--- config.mk ---
export PLATFORM = sky130hd
export DESIGN_NAME = pata_strobe_gen
export DESIGN_NICKNAME = d
export VERILOG_FILES = /design/src/rtl/pata_strobe_gen.sv
export SDC_FILE = /design/constraint.sdc
export NUM_CORES = 1
export LEC_CHECK = 0
export ABC_AREA = 1
export BUFFER_PORTS_ARGS = -buffer_cell sky130_fd_sc_hd__buf_2
export CORE_ASPECT_RATIO = 1.2
export CORE_MARGIN = 1
export CORE_UTILIZATION = 60
export CTS_CLUSTER_DIAMETER = 150
export DETAILED_ROUTE_END_ITERATION = 8
export PLACE_DENSITY = 0.85
export SLEW_MARGIN = 20
export SYNTH_ARGS = -nofsm -noshare
export SYNTH_HDL_FRONTEND = slang
export SYNTH_SLANG_ARGS = --single-unit
--- constraint.sdc ---
create_clock -name clk -period 2.48 [get_ports clk]
set_input_delay 0.496 -clock clk [delete_from_list [all_inputs] [get_ports clk]]
set_output_delay 0.496 -clock clk [all_outputs]
set_load 0.02 [all_outputs]
--- src/rtl/pata_strobe_gen.sv ---
module pata_strobe_gen (
  input  logic        clk,
  input  logic        rst_n,
  input  logic        cfg_we,
  input  logic [31:0] cfg_word,
  input  logic        req_valid,
  input  logic        req_write,
  input  logic        req_reg,
  input  logic        req_first,
  output logic        busy,
  output logic        rd_n,
  output logic        wr_n,
  output logic        strobe_active,
  output logic        bus_rdy,
  output logic        done,
  output logic        udma_en,
  output logic        dma_en,
  output logic        pio_master,
  output logic        fifo_en,
  output logic [2:0]  udma_cycles,
  output logic        udma_clk2x
);
  localparam int CW = 5;

  typedef enum logic [1:0] {S_IDLE, S_SETUP, S_ACT, S_INACT} phase_t;

  phase_t        ph;
  logic [CW-1:0] cnt;
  logic [31:0]   tw, snap;
  logic          wr_q, reg_q;

  wire accept = (ph == S_IDLE) && req_valid;

  wire [CW-1:0] act_len   = reg_q ? snap[17:13] : snap[8:4];
  wire [CW-1:0] inact_len = reg_q ? {1'b0, snap[12:9]} : {1'b0, snap[3:0]};
  wire [CW-1:0] act_new   = req_reg ? tw[17:13] : tw[8:4];
  wire [CW-1:0] setup_new = req_reg ? {2'b0, tw[27:25]} : {2'b0, tw[24:22]};

  always_ff @(posedge clk or negedge rst_n) begin
    if (!rst_n) tw <= '0;
    else if (cfg_we) tw <= cfg_word;
  end

  always_ff @(posedge clk or negedge rst_n) begin
    if (!rst_n) begin
      ph    <= S_IDLE;
      cnt   <= '0;
      snap  <= '0;
      wr_q  <= 1'b0;
      reg_q <= 1'b0;
    end else begin
      case (ph)
        S_IDLE: if (accept) begin
          snap  <= tw;
          wr_q  <= req_write;
          reg_q <= req_reg;
          if (req_first) begin
            ph  <= S_SETUP;
            cnt <= setup_new;
          end else begin
            ph  <= S_ACT;
            cnt <= act_new;
          end
        end
        S_SETUP: if (cnt == '0) begin
          ph  <= S_ACT;
          cnt <= act_len;
        end else cnt <= cnt - 1'b1;
        S_ACT: if (cnt == '0) begin
          ph  <= S_INACT;
          cnt <= inact_len;
        end else cnt <= cnt - 1'b1;
        default: if (cnt == '0) ph <= S_IDLE;
                 else cnt <= cnt - 1'b1;
      endcase
    end
  end

  assign busy          = (ph != S_IDLE);
  assign strobe_active = (ph == S_ACT);
  assign bus_rdy       = strobe_active && (cnt == act_len);
  assign done          = (ph == S_INACT) && (cnt == '0);
  assign rd_n          = !(strobe_active && !wr_q);
  assign wr_n          = !(strobe_active && wr_q);

  assign udma_cycles = tw[20:18];
  assign udma_clk2x  = tw[21];
  assign udma_en     = tw[28];
  assign dma_en      = tw[29];
  assign pio_master  = tw[30];
  assign fifo_en     = tw[31];
endmodule

==> results.json <==
{
  "ys_ff_latch": 59,
  "post_synth_mux_area_share_pct": 3.36,
  "maxCapViolCount": 0,
  "ys.warnings.count": 0,
  "numCtsBuffers": 9,
  "htreeDepth": 3,
  "synth_top_family_by_area": "simple AND/OR/NAND/NOR gates",
  "rr_endpoint": "cnt[0]",
  "finalCoreUtilization_pct": 74.1,
  "cp-end-kind": "output pin",
  "dr.pass1.iters": 4,
  "synth_area_per_cell_um2": 7.98,
  "finalMaxSlewViolations": 0,
  "dieArea_mm2": 0.00531,
  "synth_nets": 423,
  "yosysSeqAreaShare_pct": 49.0,
  "layout_common_cells": "nand2_1 (124), inv_1 (60), dfrtp_1 (59), buf_2 (52), o21ai_0 (46)",
  "status": "finished, final reports clean",
  "worstMarginPinSlew_ps": 739,
  "max_freq_mhz": 435,
  "critPathLaunchType": "flip-flop",
  "reg2reg_depth": 8,
  "drive_above_1_share_pct": 21.9,
  "coreArea_mm2": 0.00470,
  "cp.buffers_inverters": 3,
  "crit_fanout": 9,
  "critPathLaunch": "ph[0]",
  "setup_violations": 0,
  "antenna_found_initial": 0,
  "die_w_um": 66.7,
  "hpwl_um": 4440,
  "chipHeight_um": 79.7,
  "required_ps": 1980,
  "clock-sinks": 59,
  "critPathArrivalTime_ps": 1800,
  "leakagePower_nw": 1.88,
  "ant_nets": 0,
  "port_buffers": 52,
  "ir_worst_vdd_mv": 0.685,
  "holdCritPathClass": "in2async",
  "grt_max_degree": 60,
  "tns_ps": 0,
  "regToRegSetupSlack_ps": 830,
  "wl_per_cell_um": 13.0,
  "area.growth.synth_to_final_pct": 15.4,
  "final_nets": 473,
  "clk_pin_slew_ps": 70,
  "overflow": 0,
  "max-clock-path-buffers": 2,
  "synth_area_mm2": 0.00302,
  "drt-total-wl_um": 6370,
  "cts_root_buf": "clkbuf_8",
  "cts_tree": "done",
  "grt_pass1_vias": 2414,
  "avgViaCountPerCell": 5.10,
  "io-pin-count": 53,
  "clkLatencyLatePin_ps": 340,
  "synthAdderAreaFrac_pct": 2.49,
  "timing.rr.start": "ph[1]",
  "ys_types": 26,
  "path_class": "reg2out",
  "route.detailed.drc": 0,
  "cpPeakStageDelay_ps": 410,
  "cts_setup_buffers": 0,
  "hold_buffers": 0,
  "ys_top_cells_by_area": "dfrtp_1 (49%), nand2_1 (15%), o21ai_0 (7.6%)",
  "layout_commonest_cell": "nand2_1",
  "start_util_pct": 64.2,
  "yosys.area_share.simple_pct": 22.1,
  "synth_top_area_share_pct": 49.0,
  "cp_common_cell": "inv_1",
  "hold_violations": 0,
  "cp_cell_sequence": "inv_1 > ha_1 > inv_1 > or2_2 > buf_2",
  "crit_family": "flip-flops",
  "min_period_ps": 2300,
  "relSlewSlack_pct": 50.7,
  "std_cell_rows": 27,
  "drtIter0Drc": 116,
  "synth_cells": 378,
  "rsz0062_at_grt": "no",
  "timing.final.crit_share_pct": 92.8,
  "powerDensity_mw_per_mm2": 1080,
  "finClkSkew_ps": 6.87,
  "synth_top_area_cell": "dfrtp_1",
  "slowest_stage": "dfrtp_1",
  "synth_compound_gate_area_share_pct": 11.4,
  "antennaDiodeCount": 0,
  "grt_usage_pct": 27.6,
  "synth_xor_area_share_pct": 0.581,
  "grt_pass1_wl_um": 10700,
  "vias": 2503,
  "cts_resized": 0,
  "gp_congestion": 0.860
}
-- how the worst max path moves through the flow --
stage | endpoint | slack [ps] | cells past startpoint
2_1_floorplan | bus_rdy | 440 | 5
5_1_grt | bus_rdy | 40 | 5
6_report | rd_n | 180 | 5
3_5_place_dp | rd_n | 540 | 5
3_3_place_gp | rd_n | 590 | 5
4_1_cts | rd_n | 170 | 5
-- area by class of cell --
class,instances,area [um2]
Clock buffer,9,124
Clock inverter,7,77.6
Fill cell,358,1210
Inverter,65,244
Multi-Input combinational cell,238,1200
Sequential cell,59,1480
Tap cell,58,72.6
Timing Repair Buffer,55,283
-- state kept, by name, indices dropped and copies added, names as in the netlist --
name,count
cnt,5
ph,2
snap,18
wr_q,1
tw,32
reg_q,1
-- cells in the mapped netlist, drive strengths merged --
cell / number
a21oi: 9
buf: 12
clkbuf: 4
dfrtp: 59
ha: 6
inv: 65
mux2: 9
nand2: 125
nand3: 18
nand4: 2
nor2: 11
nor3: 1
o211ai: 4
o21ai: 49
o21bai: 1
or2: 1
xor2: 2
-- kinds of logic (layout without fill, tap and decap cells) --
family	after synthesis	in the layout
mux	9	9
simple gates	158	158
fa+ha+maj	6	6
xor+xnor	2	2
compound gates	63	63
flops	59	59
buf+inv	81	136
-- per-stage QoR --
step	power (mW)	cell area (um2)	std cells	hold WS [ps]	setup slack (ps)
2_1_floorplan	2.54	3020	378	200	440
3_3_place_gp	2.83	3280	475	466	589
3_5_place_dp	2.89	3280	475	475	537
4_1_cts	3.79	3480	491	320	166
5_1_grt	4.04	3480	491	371	38.6
6_report	3.77	3480	491	294	180
-- per-layer routing --
layer | up-vias | routed length [um] | global-route usage (%) | part of all wire, %
met5 | - | 0 | 0 | 0
met4 | 0 | 103 | 13.8 | 1.6
met3 | 11 | 320 | 5.57 | 5.0
met2 | 76 | 3310 | 47.4 | 52
met1 | 1152 | 2640 | 32.3 | 41
li1 | 1264 | - | - | -
-- where the power goes --
group / total (mW) / switching (mW) / internal (mW) / leakage, nW
clock: 0.888 / 0.418 / 0.470 / 0.0998
combinational: 1.47 / 0.945 / 0.527 / 1.06
sequential: 1.41 / 0.195 / 1.21 / 0.723
Power figures use the tool's default switching activity.
